<file path="src/rtl/rxf_pkg.sv">
package rxf_pkg;
    // Command bytes sent to the radio
    localparam logic [7:0] OP_REG_RD   = 8'h00;
    localparam logic [7:0] OP_REG_WR   = 8'h20;
    localparam logic [7:0] OP_PAY_RD   = 8'h61;
    localparam logic [7:0] OP_WID_QRY  = 8'h60;
    localparam logic [7:0] OP_RX_FLUSH = 8'hE2;
    localparam logic [7:0] REG_STAT    = 8'h07;
    localparam logic [7:0] REG_WID0    = 8'h11;
    localparam logic [7:0] CLR_FLAGS   = 8'h50;
    localparam int         NUM_PIPES   = 6;

    typedef enum logic [2:0] {
        S_IDLE, S_STAT, S_LEN, S_PAY, S_CLR, S_FLUSH, S_DONE
    } seq_state_t;

    typedef enum logic [1:0] {E_IDLE, E_GO, E_WAIT, E_GAP} frm_state_t;

    // Limit a reported width to the buffer capacity
    function automatic int clamp_len(input logic [7:0] raw, input int lim);
        return (int'(raw) > lim) ? lim : int'(raw);
    endfunction
endpackage

</file>
<file path="src/rtl/rxf_spi_frame.sv">
// Frame engine: sends one command byte followed by `txn_extra` fill bytes
// under a single low chip-select span, one byte in flight at a time.
// Assumes the byte shifter answers every spi_go with exactly one spi_done.
module rxf_spi_frame #(
    parameter  int MAXB = 32,
    localparam int CW   = $clog2(MAXB + 1)
) (
    input  logic          clk,
    input  logic          rst_n,
    input  logic          txn_start,
    input  logic [7:0]    txn_cmd,
    input  logic [7:0]    txn_fill,
    input  logic [CW-1:0] txn_extra,
    output logic          txn_done,
    output logic          rx_strobe,
    output logic [CW-1:0] rx_idx,
    output logic [7:0]    rx_byte,
    output logic          spi_cs_n,
    output logic          spi_go,
    output logic [7:0]    spi_tx,
    input  logic          spi_done,
    input  logic [7:0]    spi_rx
);
    import rxf_pkg::*;

    frm_state_t    st;
    logic [CW-1:0] idx, extra_q;
    logic [7:0]    cmd_q, fill_q;

    // Frame state walk: launch, wait for each byte, then one idle gap cycle
    always_ff @(posedge clk) begin
        if (!rst_n) begin
            st      <= E_IDLE;
            idx     <= '0;
            extra_q <= '0;
            cmd_q   <= '0;
            fill_q  <= '0;
        end else begin
            case (st)
                E_IDLE: if (txn_start) begin
                    cmd_q   <= txn_cmd;
                    fill_q  <= txn_fill;
                    extra_q <= txn_extra;
                    idx     <= '0;
                    st      <= E_GO;
                end
                E_GO:   st <= E_WAIT;
                E_WAIT: if (spi_done) begin
                    if (idx == extra_q) st <= E_GAP;
                    else begin
                        idx <= idx + 1'b1;
                        st  <= E_GO;
                    end
                end
                default: st <= E_IDLE;
            endcase
        end
    end

    // Pin and strobe decode from the frame state
    always_comb begin
        spi_cs_n  = (st == E_IDLE) || (st == E_GAP);
        spi_go    = (st == E_GO);
        spi_tx    = (idx == '0) ? cmd_q : fill_q;
        rx_strobe = (st == E_WAIT) && spi_done;
        rx_idx    = idx;
        rx_byte   = spi_rx;
        txn_done  = (st == E_GAP);
    end

    assert_go_in_frame_R10: assert property (@(posedge clk) disable iff (!rst_n)
        spi_go |-> !spi_cs_n);
    assert_go_single_R10: assert property (@(posedge clk) disable iff (!rst_n)
        spi_go |=> !spi_go);
    assert_cs_gap_R10: assert property (@(posedge clk) disable iff (!rst_n)
        $rose(spi_cs_n) |=> spi_cs_n);
endmodule

</file>
<file path="src/rtl/rxf_pkt_buf.sv">
// Payload buffer: DEPTH byte registers, cleared as a whole, written one byte
// per strobe, presented as a flat vector with byte i at bits [8i+7:8i].
module rxf_pkt_buf #(
    parameter  int DEPTH = 32,
    localparam int AW    = $clog2(DEPTH)
) (
    input  logic               clk,
    input  logic               rst_n,
    input  logic               clr,
    input  logic               we,
    input  logic [AW-1:0]      waddr,
    input  logic [7:0]         wdata,
    output logic [DEPTH*8-1:0] flat
);
    for (genvar g = 0; g < DEPTH; g++) begin : g_byte
        logic [7:0] b;
        // One storage byte: zero on reset or clear, load on its address
        always_ff @(posedge clk) begin
            if (!rst_n || clr)                        b <= '0;
            else if (we && waddr == AW'(g))           b <= wdata;
        end
        assign flat[g*8 +: 8] = b;
    end
endmodule

</file>
<file path="src/rtl/rx_fetch_seq.sv">
// Receive fetch sequencer: on start, reads radio status, obtains the payload
// length (fixed per-pipe register or dynamic query), reads the payload and
// clears flags; flushes the receive FIFO instead on a broken status.
// Assumes a byte-wide SPI shifter on the spi_go/spi_done handshake.
module rx_fetch_seq #(
    parameter  int MAX_LEN = 32,
    localparam int LW      = $clog2(MAX_LEN + 1),
    localparam int AW      = $clog2(MAX_LEN)
) (
    input  logic                 clk,
    input  logic                 rst_n,
    input  logic                 start,
    input  logic                 dyn_mode,
    output logic                 spi_cs_n,
    output logic                 spi_go,
    output logic [7:0]           spi_tx,
    input  logic                 spi_done,
    input  logic [7:0]           spi_rx,
    output logic                 done,
    output logic [LW-1:0]        pkt_len,
    output logic [MAX_LEN*8-1:0] pkt_data,
    output logic [7:0]           last_status
);
    import rxf_pkg::*;

    seq_state_t    st;
    logic          launch, dyn_q;
    logic [7:0]    status_q;
    logic [LW-1:0] len_q;
    logic [7:0]    f_cmd, f_fill;
    logic [LW-1:0] f_extra;
    logic          f_done, rx_strobe;
    logic [LW-1:0] rx_idx;
    logic [7:0]    rx_byte;
    logic [2:0]    pipe_sel;
    logic          bad_stat, buf_clr, buf_we;
    logic [AW-1:0] buf_addr;

    // Pipe number from status, out-of-range pipes fall back to pipe 0
    always_comb begin
        pipe_sel = (int'(status_q[3:1]) >= NUM_PIPES) ? 3'd0 : status_q[3:1];
        bad_stat = (status_q == 8'h00) || status_q[0] || status_q[4];
    end

    // Frame parameters selected by the current phase
    always_comb begin
        f_cmd   = OP_REG_RD | REG_STAT;
        f_fill  = 8'h00;
        f_extra = '0;
        case (st)
            S_LEN: begin
                f_cmd   = dyn_q ? OP_WID_QRY : (OP_REG_RD | (REG_WID0 + {5'd0, pipe_sel}));
                f_extra = LW'(1);
            end
            S_PAY:   begin f_cmd = OP_PAY_RD; f_extra = len_q; end
            S_CLR:   begin f_cmd = OP_REG_WR | REG_STAT; f_fill = CLR_FLAGS; f_extra = LW'(1); end
            S_FLUSH: f_cmd = OP_RX_FLUSH;
            default: ;
        endcase
    end

    // Phase sequencing and capture of status and length
    always_ff @(posedge clk) begin
        if (!rst_n) begin
            st       <= S_IDLE;
            launch   <= 1'b0;
            dyn_q    <= 1'b0;
            status_q <= '0;
            len_q    <= '0;
        end else begin
            launch <= 1'b0;
            case (st)
                S_IDLE: if (start) begin
                    dyn_q  <= dyn_mode;
                    len_q  <= '0;
                    st     <= S_STAT;
                    launch <= 1'b1;
                end
                S_STAT: begin
                    if (rx_strobe) status_q <= rx_byte;
                    if (f_done) begin
                        if (status_q[6])   begin st <= S_LEN;   launch <= 1'b1; end
                        else if (bad_stat) begin st <= S_FLUSH; launch <= 1'b1; end
                        else               st <= S_DONE;
                    end
                end
                S_LEN: begin
                    if (rx_strobe && rx_idx == LW'(1))
                        len_q <= LW'(clamp_len(rx_byte, MAX_LEN));
                    if (f_done) begin st <= S_PAY; launch <= 1'b1; end
                end
                S_PAY:   if (f_done) begin st <= S_CLR; launch <= 1'b1; end
                S_FLUSH: if (f_done) begin st <= S_CLR; launch <= 1'b1; end
                S_CLR:   if (f_done) st <= S_DONE;
                default: st <= S_IDLE;
            endcase
        end
    end

    // Buffer control: clear on accepted start, write payload bytes 1..len
    always_comb begin
        buf_clr  = (st == S_IDLE) && start;
        buf_we   = (st == S_PAY) && rx_strobe && (rx_idx != '0);
        buf_addr = AW'(rx_idx - LW'(1));
    end

    rxf_spi_frame #(.MAXB(MAX_LEN)) i_frame (
        .clk(clk), .rst_n(rst_n),
        .txn_start(launch), .txn_cmd(f_cmd), .txn_fill(f_fill), .txn_extra(f_extra),
        .txn_done(f_done), .rx_strobe(rx_strobe), .rx_idx(rx_idx), .rx_byte(rx_byte),
        .spi_cs_n(spi_cs_n), .spi_go(spi_go), .spi_tx(spi_tx),
        .spi_done(spi_done), .spi_rx(spi_rx)
    );

    rxf_pkt_buf #(.DEPTH(MAX_LEN)) i_buf (
        .clk(clk), .rst_n(rst_n), .clr(buf_clr), .we(buf_we),
        .waddr(buf_addr), .wdata(rx_byte), .flat(pkt_data)
    );

    assign done        = (st == S_DONE);
    assign pkt_len     = len_q;
    assign last_status = status_q;

    assert_done_pulse_R1: assert property (@(posedge clk) disable iff (!rst_n)
        done |=> !done);
    assert_len_clamped_R5: assert property (@(posedge clk) disable iff (!rst_n)
        done |-> (int'(pkt_len) <= MAX_LEN));
    assert_nodata_zero_len_R9: assert property (@(posedge clk) disable iff (!rst_n)
        (done && !last_status[6]) |-> (pkt_len == '0));
    assert_quiet_when_idle_R1: assert property (@(posedge clk) disable iff (!rst_n)
        done |=> spi_cs_n);
endmodule

</file>
<file path="config.mk">
export PLATFORM = sky130hd
export DESIGN_NAME = rx_fetch_seq
export DESIGN_NICKNAME = d
export VERILOG_FILES = /design/src/rtl/rxf_pkg.sv /design/src/rtl/rxf_spi_frame.sv /design/src/rtl/rxf_pkt_buf.sv /design/src/rtl/rx_fetch_seq.sv
export SDC_FILE = /design/constraint.sdc
export NUM_CORES = 1
export LEC_CHECK = 0
export BUFFER_PORTS_ARGS = -buffer_cell sky130_fd_sc_hd__clkbuf_2
export CELL_PAD_IN_SITES_DETAIL_PLACEMENT = 1
export CELL_PAD_IN_SITES_GLOBAL_PLACEMENT = 1
export CORE_MARGIN = 2
export CORE_UTILIZATION = 30
export CTS_CLUSTER_SIZE = 16
export DETAILED_ROUTE_END_ITERATION = 8
export PLACE_DENSITY = 0.71
export SYNTH_ARGS = -nofsm -noshare
export SYNTH_HDL_FRONTEND = slang
export SYNTH_HIERARCHICAL = 1
export SYNTH_SLANG_ARGS = --single-unit
</file>
<file path="constraint.sdc">
create_clock -name clk -period 3.2 [get_ports clk]
set_clock_uncertainty 0.2 [all_clocks]
set_input_delay 0.64 -clock clk [delete_from_list [all_inputs] [get_ports clk]]
set_output_delay 0.64 -clock clk [all_outputs]
set_load 0.03 [all_outputs]
</file>
# == Word-level counts from Yosys, hierarchy flattened ==
# Index checks and enable logic that the tools add are counted.
# op_classes
n_addsub,3
multipliers,0
n_div,0
magnitude_cmp,2
eq_ne,51
n_shift,0
mux,32
n_bitwise,0
n_reduce_logical,60
# ops
cell,n
$eq 5x5->1 const B,16
$eq 5x4->1 const B,8
$logic_and 1x1->1,37
$mux 6,6
$pmux 6 s2,3
$pmux 8 s4,1
$mux 3,7
$eq 5x3->1 const B,4
$ne 2x2->1 const B,8
$pmux 3 s5,1
$mux 7,2
$eq 5x2->1 const B,2
$eq 3x3->1 const B,3
$gt 8x6->1 const B,1
$logic_not 8->1,1
$mux 2,4
$mux 8,1
$reduce_and 2->1,4
$add 5x3->6 const A,1
$add 6x1->6 const B,1
$eq 3x2->1 const B,2
$eq 6x1->1 const B,1
$eq 6x6->1,1
$logic_not 6->1,1
other kinds (22),32
# totals
reg_bits,305
latchBits,0
ramBits,0
romBits,0
input_bits,13
out_inout_bits,281
elab_cells,190
mem_count,0

# == Depth between registers and ports, before layout ==
# logic_depth
depth_word,7
ltp_mapped,10
depth_no_buf,8

# == Cells and area by module ==
# The synthesis kept the hierarchy.
# modules_own_cells
mod,instances,cells_per_inst,area_each_um2,seq_area_each_um2
rxf_pkt_buf,1,884,9282.7,5124.9
rxf_spi_frame,1,193,1601.5,600.6
rx_fetch_seq,1,152,1156.1,380.4

# == Worst setup path after synthesis ==
# No wires, ideal clock.
# synth_timing
kind,register to register
from,register i_frame.st[0]
to,register i_buf.g_byte[0].b[0]
setup_ps,132
t_arrival_ps,1986
t_required_ps,2868
slack_ps,882
stages_incl_launch_ff,10
n_path_buf,1
synth_period_minus_slack_ps,2318
path_cell_list,dfxtp_1 > inv_1 > ha_1 > buf_6 > and2_2 > nand3_1 > a21oi_1 > nor4b_4 > nand2_2 > mux2i_1
# synth_via
elab_chain_cells,5
# synth_lines
element,line,text
from (decl),rxf_spi_frame.sv:26,frm_state_t st;
from (signal assigned),rxf_spi_frame.sv:33,st <= E_IDLE;
from (signal assigned),rxf_spi_frame.sv:45,st <= E_GO;
from (signal assigned),rxf_spi_frame.sv:47,E_GO: st <= E_WAIT;
$eq 2x2->1,rxf_spi_frame.sv:65,rx_strobe = (st == E_WAIT) && spi_done;
$logic_and 1x1->1,rxf_spi_frame.sv:65,
via rx_strobe,rx_fetch_seq.sv:32,"logic f_done, rx_strobe;"
$logic_and 1x1->1 (2 in a row),rx_fetch_seq.sv:103,buf_we = (st == S_PAY) && rx_strobe && (rx_idx != '0);
via buf_we,rx_fetch_seq.sv:36,"logic bad_stat, buf_clr, buf_we;"
$logic_and 1x1->1,rxf_pkt_buf.sv:20,else if (we && waddr == AW'(g)) b <= wdata;
to (signal assigned),rxf_pkt_buf.sv:20,
to (decl),rxf_pkt_buf.sv:16,logic [7:0] b;
# The timed path passes the listed nets, and every way through them passes these cells.
# A chain may end at the register's enable or synchronous reset.

# == Final worst setup path ==
# layout_timing
from,"register i_frame.idx[2], in the netlist i_frame/rx_idx[2]"
to,output port spi_tx[4]
# layout_via
elab_chain_cells,2
# layout_lines
element,line,text
from (decl),rxf_spi_frame.sv:27,"logic [CW-1:0] idx, extra_q;"
from (signal assigned),rxf_spi_frame.sv:51,idx <= idx + 1'b1;
$logic_not 6->1,rxf_spi_frame.sv:64,spi_tx = (idx == '0) ? cmd_q : fill_q;
$mux 8,rxf_spi_frame.sv:64,
to (decl),rx_fetch_seq.sv:16,"output logic [7:0] spi_tx,"
# Every way passes these cells.

==> results.toml <==
[worst_setup_path]
critical_path.endpoint_type = "output port"
setup.worst_path.start = "i_frame/rx_idx[2]"
cp_max_fo = 10
cp.arrival_ns = 2.14
r2r_slack_ns = 0.53
crit_required_ns = 2.36
r2r-end = "i_buf/g_byte[2].b[3]"
kind_of_start_point_of_the_critical_path = "register"
r2r.worst_path.cells = 9
timing.setup.critical_path_class = "register to output port"
r2r_start = "st[1]"
cp-endpoint = "spi_tx[4]"

[drt]
drt.antenna.violating_nets = 0
dr.pass1.iters = 4
post_drt_via_cell_ratio = 4.670
routed_wirelength_mm = 40.24
via_count_of_the_routed_design = 9593
detail_route.drc_violations = 0
drtIter0Drc = 385
wire_per_inst_um = 19.59

[synth]
synth.avg_cell_area_sq_um = 9.797
synth-compound-area-share_pct = 3.710
synthTopCellsByArea = "sky130_fd_sc_hd__dfxtp_1, sky130_fd_sc_hd__mux2i_1, sky130_fd_sc_hd__nand2_1, sky130_fd_sc_hd__nand2_2, sky130_fd_sc_hd__clkbuf_1"
synth-seq-area-share_pct = 50.71
synth-edff-count = 0
yosys_warnings = 6
yosys-mux-area-fraction_pct = 22.20
synth_flop_cell = "sky130_fd_sc_hd__dfxtp_1"
netlist-cell-type-count = 54
combinational_family_with_the_most_area_after_synthesis = "multiplexers"
post_synth_fa_ha_maj_area_fraction_pct = 1.143
yosysTopAreaCellShare_pct = 50.71
post_synth_and_or_nand_nor_area_fraction_pct = 17.70
number_of_standard_cells_after_synthesis = 1229
synth.cell_area_sq_um = 12040
dominant_cell_type_by_area_after_synthesis = "sky130_fd_sc_hd__dfxtp_1"
async_reset_ff_share_pct = 0
synth.ff_latch_count = 305
synthXorXnorAreaFrac_pct = 0.7274

[clocking]
cts_htree_levels = 2
clock_path_buffers = 3
cts_buf_count = 35
tritoncts_num_sinks = 305
cts-root-buf = "sky130_fd_sc_hd__clkbuf_16"
clk_pin_slew_ns = 0.06
cts-hold-fix-buffers = 0
tritoncts = "built"
clock_insertion_delay_worst_skew_ns = 0.53

[flow_run]
max_cap_violations = 0

[sta]
fin_crit_ns = 2.981
final.hold.worst_slack_ns = 0.1660
worst_slew_pin_slew_ns = 0.8973
number_of_hold_violations_in_the_final_report = 0
maxSlewHeadroom_pct = 39.34
sum_of_negative_setup_slack_ns = 0
clock.fmax_mhz = 335.5
setup_viol_count_final = 0
rsz0062_at_grt = "no"
post-route-period-util_pct = 93.15
timing_max_transition_violations_final = 0

[finish]
final_cell_count_no_fill = 2054
drive_above_1_share_pct = 29.19
layout_commonest_cell = "sky130_fd_sc_hd__nand2_1"
post-route-util_pct = 38.96
fin_nets = 1528
fillCellCount = 4599
area.growth.synth_to_final_pct = 28.27
layout.cells.most_common_list = "sky130_fd_sc_hd__nand2_1, sky130_fd_sc_hd__dfxtp_1, sky130_fd_sc_hd__clkbuf_2"
multi_input_area_sq_um = 5535
ff_latch_area_sq_um = 6106

[power]
worst_ir_drop_vdd_uv = 328.3
pwr_density_cell_nw_per_um2 = 589.0
total_power_uw = 9096
p_leak_uw = 0.008035

[grt]
antenna_found_initial = 0
grt_pass1_vias = 10060
grt_pass1_wl_mm = 60.64
pin_count_of_the_biggest_net_entering_global_routing = 81
remaining_global_route_overflow = 0
globalRouteTotalUtil_pct = 18.96

[placement]
detail_placement_hpwl_mm = 27.54
dpl.cell_count = 1992
place.gp.congestion = 0.7786
port-buffer-count = 293

[die]
fp.dieH_um = 204.3
ios = 294
die-area_sq_um = 41750
floorplan.initialDensity_pct = 30.37
die_width_um = 204.3
design.core.area_sq_um = 39640
placement_rows = 73

[min_path]
path_category_of_the_worst_min_delay_check = "input port to register"

[run_status]
outcome = "complete, no violations"
cells in the mapped netlist, types with 5 or more instances:
cell / number
sky130_fd_sc_hd__inv_1: 11
sky130_fd_sc_hd__nand3_1: 13
sky130_fd_sc_hd__a21oi_1: 6
sky130_fd_sc_hd__o22ai_1: 5
sky130_fd_sc_hd__nor3_1: 7
sky130_fd_sc_hd__mux2i_1: 258
sky130_fd_sc_hd__xnor2_1: 7
sky130_fd_sc_hd__nand2_2: 32
sky130_fd_sc_hd__mux2_2: 8
sky130_fd_sc_hd__ha_1: 11
sky130_fd_sc_hd__and2_1: 5
sky130_fd_sc_hd__buf_2: 28
sky130_fd_sc_hd__a21boi_0: 22
sky130_fd_sc_hd__nand2_1: 350
sky130_fd_sc_hd__nand2b_1: 7
sky130_fd_sc_hd__buf_4: 9
sky130_fd_sc_hd__nor2_1: 14
sky130_fd_sc_hd__clkbuf_1: 49
sky130_fd_sc_hd__dfxtp_1: 305
sky130_fd_sc_hd__and3_1: 7
sky130_fd_sc_hd__o21ai_1: 11
sky130_fd_sc_hd__a21boi_1: 9
sky130_fd_sc_hd__nor2b_1: 9
sequential cells by signal (all words and copies together) (netlist names):
| register | count |
|---|---|
| dyn_q | 1 |
| i_buf/g_byte.b | 256 |
| i_frame/cmd_q | 8 |
| i_frame/extra_q | 6 |
| i_frame/fill_q | 8 |
| i_frame/rx_idx | 6 |
| i_frame/st | 2 |
| last_status | 8 |
| launch | 1 |
| pkt_len | 6 |
| st | 3 |
how the worst min path moves through the flow:
stage | slack [ns] | to | cells after the start | start
final | 0.17 | dyn_q | 3 | dyn_mode
after CTS | 0.13 | dyn_q | 3 | dyn_mode
after global routing | 0.19 | dyn_q | 3 | dyn_mode
after detailed placement | 0.25 | i_buf/g_byte[1].b[3] | 2 | i_buf/g_byte[1].b[3]
after global placement | 0.25 | i_buf/g_byte[6].b[3] | 2 | i_buf/g_byte[6].b[3]
after floorplan | 0.24 | i_frame/cmd_q[0] | 2 | i_frame/cmd_q[0]
report_power, final:
group	total (uW)	internal, uW	switching (uW)	leakage (uW)
clock network	4590	2950	1640	0.000643
logic	656	191	465	0.00494
registers	3850	3820	32.9	0.00246
total	9100	6960	2140	0.00803
timing repair:
item | CTS | global route
setup endpoints to repair | 1 | 0
gates resized for setup | 1 | 0
buffers inserted | 0 | 0
critical path, cell delays in order (launching register included):
cell                       delay (ns)
sky130_fd_sc_hd__dfxtp_1         0.41
sky130_fd_sc_hd__nor4_1          0.28
sky130_fd_sc_hd__and2_2          0.34
sky130_fd_sc_hd__mux2_2          0.39
sky130_fd_sc_hd__clkbuf_2        0.19
logic make-up after synthesis:
family	count (synthesis)
AOI/OAI and AO/OA	65
DFF	305
xor gates and xnor gates	10
adders and majority gates	11
muxes	266
buffers and inverters	99
and+or+nand+nor	472
other	1
per-stage QoR:
stage | worst slack (ns) | area (sq um)
floorplan | 0.8822 | 12060
global placement | 0.4797 | 14120
detailed placement | 0.4375 | 14120
CTS | 0.1575 | 15440
global route | 0.1111 | 15440
finish | 0.2192 | 15440
area by class of cell:
class / count / area share [%]
Timing Repair Buffer: 320 / 11.54
Clock inverter: 16 / 2.034
Inverter: 11 / 0.2674
Tap cell: 525 / 4.253
Clock buffer: 45 / 6.514
Sequential cell: 305 / 39.54
Antenna cell: 1 / 0.01620
Multi-Input combinational cell: 831 / 35.84
metal layers:
metal | GRT usage (%) | up-vias | wire (um)
li1 | - | 4625 | -
met1 | 23.78 | 4675 | 17450
met2 | 31.13 | 226 | 18880
met3 | 4.703 | 67 | 2566
met4 | 7.609 | 0 | 1343
met5 | 0 | - | 0
Power figures use the tool's default switching activity.
